$ cat src/rtl/regmask_pkg.sv
package regmask_pkg;
    typedef enum logic [1:0] {
        ST_IDLE,
        ST_XFER,
        ST_FINISH
    } seq_state_t;
endpackage

$ cat src/rtl/regmask_pick.sv
module regmask_pick #(
    parameter int W     = 8,
    parameter int IDX_W = $clog2(W)
) (
    input  logic [W-1:0]     bits,
    input  logic             from_top,
    output logic [IDX_W-1:0] idx,
    output logic [W-1:0]     onehot
);
    logic any_set;
    assign any_set = |bits;

    // later writes win: ascending scan keeps the highest, descending the lowest
    always_comb begin
        idx = '0;
        for (int i = 0; i < W; i++) begin
            if (from_top) begin
                if (bits[i]) idx = IDX_W'(i);
            end else begin
                if (bits[W-1-i]) idx = IDX_W'(W-1-i);
            end
        end
    end

    for (genvar g = 0; g < W; g++) begin : g_hot
        assign onehot[g] = any_set && (idx == IDX_W'(g));
    end
endmodule

$ cat src/rtl/regmask_sp_step.sv
module regmask_sp_step #(
    parameter int ADDR_W     = 16,
    parameter int SLOT_BYTES = 2
) (
    input  logic [ADDR_W-1:0] sp_cur,
    input  logic              go_down,
    output logic [ADDR_W-1:0] access_addr,
    output logic [ADDR_W-1:0] sp_next
);
    localparam logic [ADDR_W-1:0] SLOT_V = ADDR_W'(SLOT_BYTES);

    always_comb begin
        if (go_down) begin
            sp_next     = sp_cur - SLOT_V;
            access_addr = sp_cur - SLOT_V;
        end else begin
            sp_next     = sp_cur + SLOT_V;
            access_addr = sp_cur;
        end
    end
endmodule

$ cat src/rtl/regmask_stack_seq.sv
module regmask_stack_seq
    import regmask_pkg::*;
#(
    parameter int MASK_W     = 8,
    parameter int ADDR_W     = 16,
    parameter int DATA_W     = 16,
    parameter int SLOT_BYTES = 2,
    parameter int SEL_W      = $clog2(MASK_W),
    parameter int IDX_W      = SEL_W + 1
) (
    input  logic              clk,
    input  logic              rst_n,
    input  logic              start,
    input  logic              is_pop,
    input  logic              word_mode,
    input  logic              upper_bank,
    input  logic [MASK_W-1:0] reg_mask,
    input  logic [ADDR_W-1:0] sp_in,
    output logic [IDX_W-1:0]  rf_idx,
    output logic              rf_word,
    output logic              rf_re,
    input  logic [DATA_W-1:0] rf_rdata,
    output logic              rf_we,
    output logic [DATA_W-1:0] rf_wdata,
    output logic [ADDR_W-1:0] mem_addr,
    output logic              mem_we,
    output logic [DATA_W-1:0] mem_wdata,
    output logic              mem_re,
    input  logic [DATA_W-1:0] mem_rdata,
    output logic [ADDR_W-1:0] sp_out,
    output logic              sp_we,
    output logic              done,
    output logic              busy
);
    localparam int BYTE_W = DATA_W / 2;
    localparam logic [ADDR_W-1:0] SLOT_V = ADDR_W'(SLOT_BYTES);

    seq_state_t        state, state_nx;
    logic [MASK_W-1:0] mask_q;
    logic              pop_q, word_q, bank_q;
    logic [ADDR_W-1:0] sp_q;

    logic [SEL_W-1:0]  pick_idx;
    logic [MASK_W-1:0] pick_hot;
    logic [MASK_W-1:0] mask_left;
    logic [ADDR_W-1:0] acc_addr, sp_nx;

    regmask_pick #(.W(MASK_W), .IDX_W(SEL_W)) u_pick (
        .bits     (mask_q),
        .from_top (!pop_q),
        .idx      (pick_idx),
        .onehot   (pick_hot)
    );

    regmask_sp_step #(.ADDR_W(ADDR_W), .SLOT_BYTES(SLOT_BYTES)) u_step (
        .sp_cur      (sp_q),
        .go_down     (!pop_q),
        .access_addr (acc_addr),
        .sp_next     (sp_nx)
    );

    assign mask_left = mask_q & ~pick_hot;

    always_comb begin
        state_nx = state;
        unique case (state)
            ST_IDLE:   if (start) state_nx = (reg_mask == '0) ? ST_FINISH : ST_XFER;
            ST_XFER:   if (mask_left == '0) state_nx = ST_FINISH;
            ST_FINISH: state_nx = ST_IDLE;
            default:   state_nx = ST_IDLE;
        endcase
    end

    always_ff @(posedge clk or negedge rst_n) begin
        if (!rst_n) begin
            state  <= ST_IDLE;
            mask_q <= '0;
            pop_q  <= 1'b0;
            word_q <= 1'b0;
            bank_q <= 1'b0;
            sp_q   <= '0;
        end else begin
            state <= state_nx;
            if (state == ST_IDLE && start) begin
                mask_q <= reg_mask;
                pop_q  <= is_pop;
                word_q <= word_mode;
                bank_q <= upper_bank;
                sp_q   <= sp_in;
            end else if (state == ST_XFER) begin
                mask_q <= mask_left;
                sp_q   <= sp_nx;
            end
        end
    end

    always_comb begin
        rf_idx    = {bank_q, pick_idx};
        rf_word   = word_q;
        rf_re     = 1'b0;
        rf_we     = 1'b0;
        rf_wdata  = '0;
        mem_addr  = acc_addr;
        mem_we    = 1'b0;
        mem_wdata = '0;
        mem_re    = 1'b0;
        sp_out    = sp_q;
        sp_we     = 1'b0;
        done      = 1'b0;
        busy      = (state != ST_IDLE);
        unique case (state)
            ST_IDLE: ;
            ST_XFER: begin
                if (pop_q) begin
                    mem_re   = 1'b1;
                    rf_we    = 1'b1;
                    rf_wdata = word_q ? mem_rdata
                                      : {{(DATA_W-BYTE_W){1'b0}}, mem_rdata[BYTE_W-1:0]};
                end else begin
                    rf_re     = 1'b1;
                    mem_we    = 1'b1;
                    mem_wdata = word_q ? rf_rdata
                                       : {{(DATA_W-BYTE_W){1'b0}}, rf_rdata[BYTE_W-1:0]};
                end
            end
            ST_FINISH: begin
                sp_we = 1'b1;
                done  = 1'b1;
            end
            default: ;
        endcase
    end


    reset_quiet_chk: assert property (@(posedge clk) !rst_n |-> !done && !mem_we && !rf_we);


    port_excl_chk: assert property (@(posedge clk) disable iff (!rst_n)
        !(mem_we && mem_re) && !(rf_we && rf_re));


    push_step_chk: assert property (@(posedge clk) disable iff (!rst_n)
        (state == ST_XFER && !pop_q) |=> sp_q == $past(sp_q) - SLOT_V);


    pop_step_chk: assert property (@(posedge clk) disable iff (!rst_n)
        (state == ST_XFER && pop_q) |=> sp_q == $past(sp_q) + SLOT_V);


    byte_zero_chk: assert property (@(posedge clk) disable iff (!rst_n)
        (mem_we && !word_q) |-> mem_wdata[DATA_W-1:BYTE_W] == '0);


    one_pick_chk: assert property (@(posedge clk) disable iff (!rst_n) $onehot0(pick_hot));


    done_pulse_chk: assert property (@(posedge clk) disable iff (!rst_n) done |=> !done);


    empty_mask_chk: assert property (@(posedge clk) disable iff (!rst_n)
        (state == ST_IDLE && start && reg_mask == '0) |=> done && sp_out == $past(sp_in));


    busy_ignore_chk: assert property (@(posedge clk) disable iff (!rst_n)
        (busy && start) |=> $stable(pop_q) && $stable(word_q) && $stable(bank_q));
endmodule

$ cat config.mk
export PLATFORM = sky130hd
export DESIGN_NAME = regmask_stack_seq
export DESIGN_NICKNAME = d
export VERILOG_FILES = /design/src/rtl/regmask_pkg.sv /design/src/rtl/regmask_pick.sv /design/src/rtl/regmask_sp_step.sv /design/src/rtl/regmask_stack_seq.sv
export SDC_FILE = /design/constraint.sdc
export NUM_CORES = 1
export LEC_CHECK = 0
export ABC_AREA = 1
export CAP_MARGIN = 5
export CORE_UTILIZATION = 43
export DETAILED_ROUTE_END_ITERATION = 10
export PLACE_DENSITY = 0.85
export SETUP_SLACK_MARGIN = 0.4
export SLEW_MARGIN = 0
export SYNTH_ARGS = -nofsm -noshare
export SYNTH_HDL_FRONTEND = slang
export SYNTH_HIERARCHICAL = 1
export SYNTH_SLANG_ARGS = --single-unit
$ cat constraint.sdc
create_clock -name clk -period 2.6 [get_ports clk]
set_input_delay 0.52 -clock clk [delete_from_list [all_inputs] [get_ports clk]]
set_output_delay 0.52 -clock clk [all_outputs]
set_load 0.03 [all_outputs]
==> metrics.txt <==
# TYPE chip_impl_metric gauge
chip_impl_info{name="status",value="finished, final reports clean"} 1
chip_impl_metric{name="drt.antenna.violating_nets",unit=""} 0
chip_impl_metric{name="placementRows",unit=""} 30
chip_impl_metric{name="share_of_flip_flops_with_an_asynchronous_set_or_reset_after_synthesis",unit="%"} 100
chip_impl_metric{name="final.hold.worst_slack",unit="ps"} 487
chip_impl_metric{name="clockBufferDepth",unit=""} 2
chip_impl_metric{name="postLayoutSetupSlackWorst",unit="ps"} 287
chip_impl_info{name="synth_area_leader_cell",value="sky130_fd_sc_hd__dfrtp_1"} 1
chip_impl_info{name="worstHoldPathType",value="reg -> reg"} 1
chip_impl_metric{name="detailedPlace.worstSlack",unit="ps"} 175
chip_impl_metric{name="syn_inst",unit=""} 534
chip_impl_metric{name="post-route-drc-count",unit=""} 0
chip_impl_info{name="ys_top_cells_by_count",value="sky130_fd_sc_hd__nand2_1, sky130_fd_sc_hd__nor2_1, sky130_fd_sc_hd__inv_1"} 1
chip_impl_metric{name="max-cap-violations",unit=""} 0
chip_impl_metric{name="area_delta_synth_final",unit="%"} 55.6
chip_impl_info{name="path_class",value="reg -> out"} 1
chip_impl_metric{name="track_usage",unit="%"} 28.2
chip_impl_metric{name="finalWirelength",unit="um"} 11400
chip_impl_info{name="synthFlopType",value="sky130_fd_sc_hd__dfrtp_1"} 1
chip_impl_metric{name="cp_data_arrival_time",unit="ps"} 1790
chip_impl_info{name="crit_chain",value="buf_6 -> nor2_4 -> inv_2 -> nor2_4 -> xor2_1 -> nand2_1 -> nand2_2 -> buf_6"} 1
chip_impl_metric{name="first_iter_violations",unit=""} 306
chip_impl_metric{name="clock_sink_count",unit=""} 29
chip_impl_metric{name="initial_core_util",unit="%"} 45.6
chip_impl_info{name="yosysMostFrequentCell",value="sky130_fd_sc_hd__nand2_1"} 1
chip_impl_metric{name="dieArea",unit="um2"} 7710
chip_impl_metric{name="leftover_overflow_at_the_end_of_global_routing",unit=""} 0
chip_impl_metric{name="yosysTopAreaCellShare",unit="%"} 22.9
chip_impl_metric{name="yosys.area_share.simple",unit="%"} 45.5
chip_impl_info{name="cts_tree",value="built"} 1
chip_impl_metric{name="globalplace.congestion",unit=""} 0.983
chip_impl_metric{name="place.detailed.instances",unit=""} 753
chip_impl_metric{name="layout_min_cycle_time",unit="ps"} 2310
chip_impl_metric{name="synth_compound_gate_area_share",unit="%"} 15.1
chip_impl_metric{name="xor_xnor_portion_of_the_synthesized_cell_area",unit="%"} 1.11
chip_impl_info{name="netlist_top_cells_area",value="sky130_fd_sc_hd__dfrtp_1, sky130_fd_sc_hd__nand2_1, sky130_fd_sc_hd__nor2_1"} 1
chip_impl_metric{name="synth-seq-area-share",unit="%"} 22.9
chip_impl_info{name="start_kind",value="register"} 1
chip_impl_info{name="timing.rr.start",value="sp_out[5]"} 1
chip_impl_metric{name="clock_pin_slew_reported_for_the_worst_setup_and_hold_paths_after_clock_tree_synthesis",unit="ps"} 80
chip_impl_metric{name="post_synth_edffs",unit=""} 0
chip_impl_metric{name="slew_violations",unit=""} 0
chip_impl_metric{name="coreArea",unit="um2"} 6940
chip_impl_metric{name="first_pass_grt_wire_length",unit="um"} 17200
chip_impl_metric{name="drt_first_pass_iters",unit=""} 6
chip_impl_metric{name="fmaxAchievable",unit="MHz"} 432
chip_impl_metric{name="timing.final.crit_share",unit="%"} 89.0
chip_impl_metric{name="postSynthRegisterBits",unit=""} 29
chip_impl_metric{name="ctsHtreeMaxLevel",unit=""} 2
chip_impl_metric{name="transition_time_at_the_pin_with_the_least_slew_margin",unit="ps"} 592
chip_impl_metric{name="finalHoldViolations",unit=""} 0
chip_impl_metric{name="dieHeight",unit="um"} 87.8
chip_impl_info{name="combinational_family_with_the_most_area_after_synthesis",value="simple AND/OR/NAND/NOR gates"} 1
chip_impl_metric{name="power_per_cell_area",unit="nW/um2"} 1520
chip_impl_info{name="slowest_stage",value="sky130_fd_sc_hd__dfrtp_2"} 1
chip_impl_metric{name="via_count_of_the_first_global_routing_pass",unit=""} 3683
chip_impl_metric{name="worst_ir_drop_vdd",unit="mV"} 0.804
chip_impl_metric{name="finished_layout_cells",unit=""} 788
chip_impl_metric{name="synth_warnings",unit=""} 6
chip_impl_info{name="hold_start",value="bank_q"} 1
chip_impl_info{name="rsz0062_at_grt",value="yes"} 1
chip_impl_metric{name="critical_path.max_stage_delay",unit="ps"} 440
chip_impl_metric{name="finClkSkew",unit="ps"} 9.50
chip_impl_metric{name="synthesis.area",unit="um2"} 3170
chip_impl_metric{name="synth.avg_cell_area",unit="um2"} 5.93
chip_impl_metric{name="synth_nets",unit=""} 600
chip_impl_metric{name="insertedDiodeCount",unit=""} 0
chip_impl_metric{name="synth-adder-area-share",unit="%"} 1.58
chip_impl_metric{name="dp_hpwl",unit="um"} 7800
chip_impl_metric{name="nFillCells",unit=""} 542
chip_impl_metric{name="final_core_utilization",unit="%"} 70.9
chip_impl_metric{name="total_power",unit="mW"} 7.50
chip_impl_info{name="setup.worst_path.end_class",value="primary output"} 1
chip_impl_metric{name="viasPerCell",unit=""} 5.18
chip_impl_metric{name="place_area",unit="um2"} 4530
chip_impl_metric{name="crit_required",unit="ps"} 2080
chip_impl_metric{name="nNetsFinal",unit=""} 757
chip_impl_info{name="crit_start",value="sp_out[5]"} 1
chip_impl_metric{name="setup_viol",unit=""} 0
chip_impl_metric{name="grt_antenna_before_repair",unit=""} 0
chip_impl_metric{name="yosys.cell_types.count",unit=""} 34
chip_impl_metric{name="grt_max_degree",unit=""} 36
chip_impl_metric{name="io_buffers",unit=""} 137
chip_impl_metric{name="final_layout_size_suffix_gt1_share",unit="%"} 27.3
chip_impl_info{name="clock-root-buffer",value="sky130_fd_sc_hd__clkbuf_8"} 1
chip_impl_metric{name="final_area",unit="um2"} 4930
chip_impl_metric{name="floorplan.die.width",unit="um"} 87.8
chip_impl_metric{name="synth_mux_area_share",unit="%"} 0
chip_impl_metric{name="power_leakage",unit="nW"} 2.53
chip_impl_metric{name="top_level_ports",unit=""} 138
chip_impl_metric{name="cts_buffers",unit=""} 5
chip_impl_metric{name="vias",unit=""} 4078
chip_impl_metric{name="worstSkewPairLatency",unit="ps"} 290
chip_impl_metric{name="fin_tns_setup",unit="ps"} 0
chip_impl_metric{name="relSlewSlack",unit="%"} 60.5
chip_impl_metric{name="maximum_fanout_encountered_on_the_critical_timing_path",unit=""} 5
chip_impl_metric{name="routedWlPerCell",unit="um"} 14.5
worst max-delay path, delay by kind of cell (launching register included):
kind	cells	cell delay, ps
XOR/XNOR	1	200
AND/OR/NAND/NOR	4	540
buffers and inverters	3	330
flip-flops	1	440
cell type report:
cell class              instances  area (um2)  share of cell area, %
well taps                      96         120                   2.44
flip-flops and latches         29         737                   15.0
clock buffers                   6        72.6                   1.47
inverters                      61         255                   5.18
repair buffers                174        1540                   31.2
repair inverters                3        33.8                  0.686
multi-input cells             417        2160                   43.9
clock inverters                 2        10.0                  0.203
state kept, by name, indices dropped and copies added (netlist names):
name	cells
sp_out	16
state	2
mask_q	8
bank_q	1
rf_word	1
pop_q	1
placed cells by master, fill, tap and decap left out, types with 6 or more instances in the layout:
| cell | count |
|---|---|
| sky130_fd_sc_hd__inv_2 | 7 |
| sky130_fd_sc_hd__nor2_1 | 68 |
| sky130_fd_sc_hd__nand3_1 | 30 |
| sky130_fd_sc_hd__o21ai_2 | 18 |
| sky130_fd_sc_hd__inv_1 | 51 |
| sky130_fd_sc_hd__dfrtp_1 | 22 |
| sky130_fd_sc_hd__buf_2 | 22 |
| sky130_fd_sc_hd__nand2_1 | 164 |
| sky130_fd_sc_hd__dlygate4sd2_1 | 14 |
| sky130_fd_sc_hd__buf_6 | 11 |
| sky130_fd_sc_hd__o21ai_1 | 24 |
| sky130_fd_sc_hd__dfrtp_2 | 6 |
| sky130_fd_sc_hd__a21oi_1 | 6 |
| sky130_fd_sc_hd__nor2_4 | 10 |
| sky130_fd_sc_hd__buf_4 | 42 |
| sky130_fd_sc_hd__nor2_2 | 25 |
| sky130_fd_sc_hd__nand2_2 | 14 |
| sky130_fd_sc_hd__clkdlybuf4s50_1 | 81 |
| sky130_fd_sc_hd__o21ai_0 | 26 |
kinds of logic after synthesis:
family / Yosys count
fa+ha+maj: 4
compound gates: 79
flops: 29
xor+xnor: 4
buf+inv: 88
simple gates: 330
final timing paths:
check / to / slack, ps / cells past startpoint
max: mem_addr[7] / 290 / 8
min: bank_q / 490 / 2
max reg2reg: sp_out[7] / 420 / 14
min reg2reg: bank_q / 490 / 2
max in group asynchronous: pop_q / 1640 / 2
min in group asynchronous: sp_out[2] / 620 / 2
timing repair:
| action | in CTS | in global routing |
|---|---|---|
| endpoints found under the setup margin | 56 | 41 |
| hold buffers | 0 | 0 |
| pin swaps | 8 | 16 |
| gates resized for setup | 155 | 87 |
| cloned | 1 | 2 |
| buffers inserted | 16 | 8 |
power by group:
part | switching, mW | internal (mW) | total (mW)
sequential | 0.349 | 0.705 | 1.05
combinational | 3.82 | 2.25 | 6.07
clock | 0.197 | 0.185 | 0.382
total | 4.36 | 3.14 | 7.50
layer usage:
metal	routed length (um)	up-vias	share of wire [%]	track usage, %
met5	0	-	0	0
met1	4510	1869	40	34.8
li1	-	1971	-	-
met4	283	0	2.5	9.69
met2	5900	208	52	50.2
met3	719	30	6.3	4.05
Power figures use the tool's default switching activity.
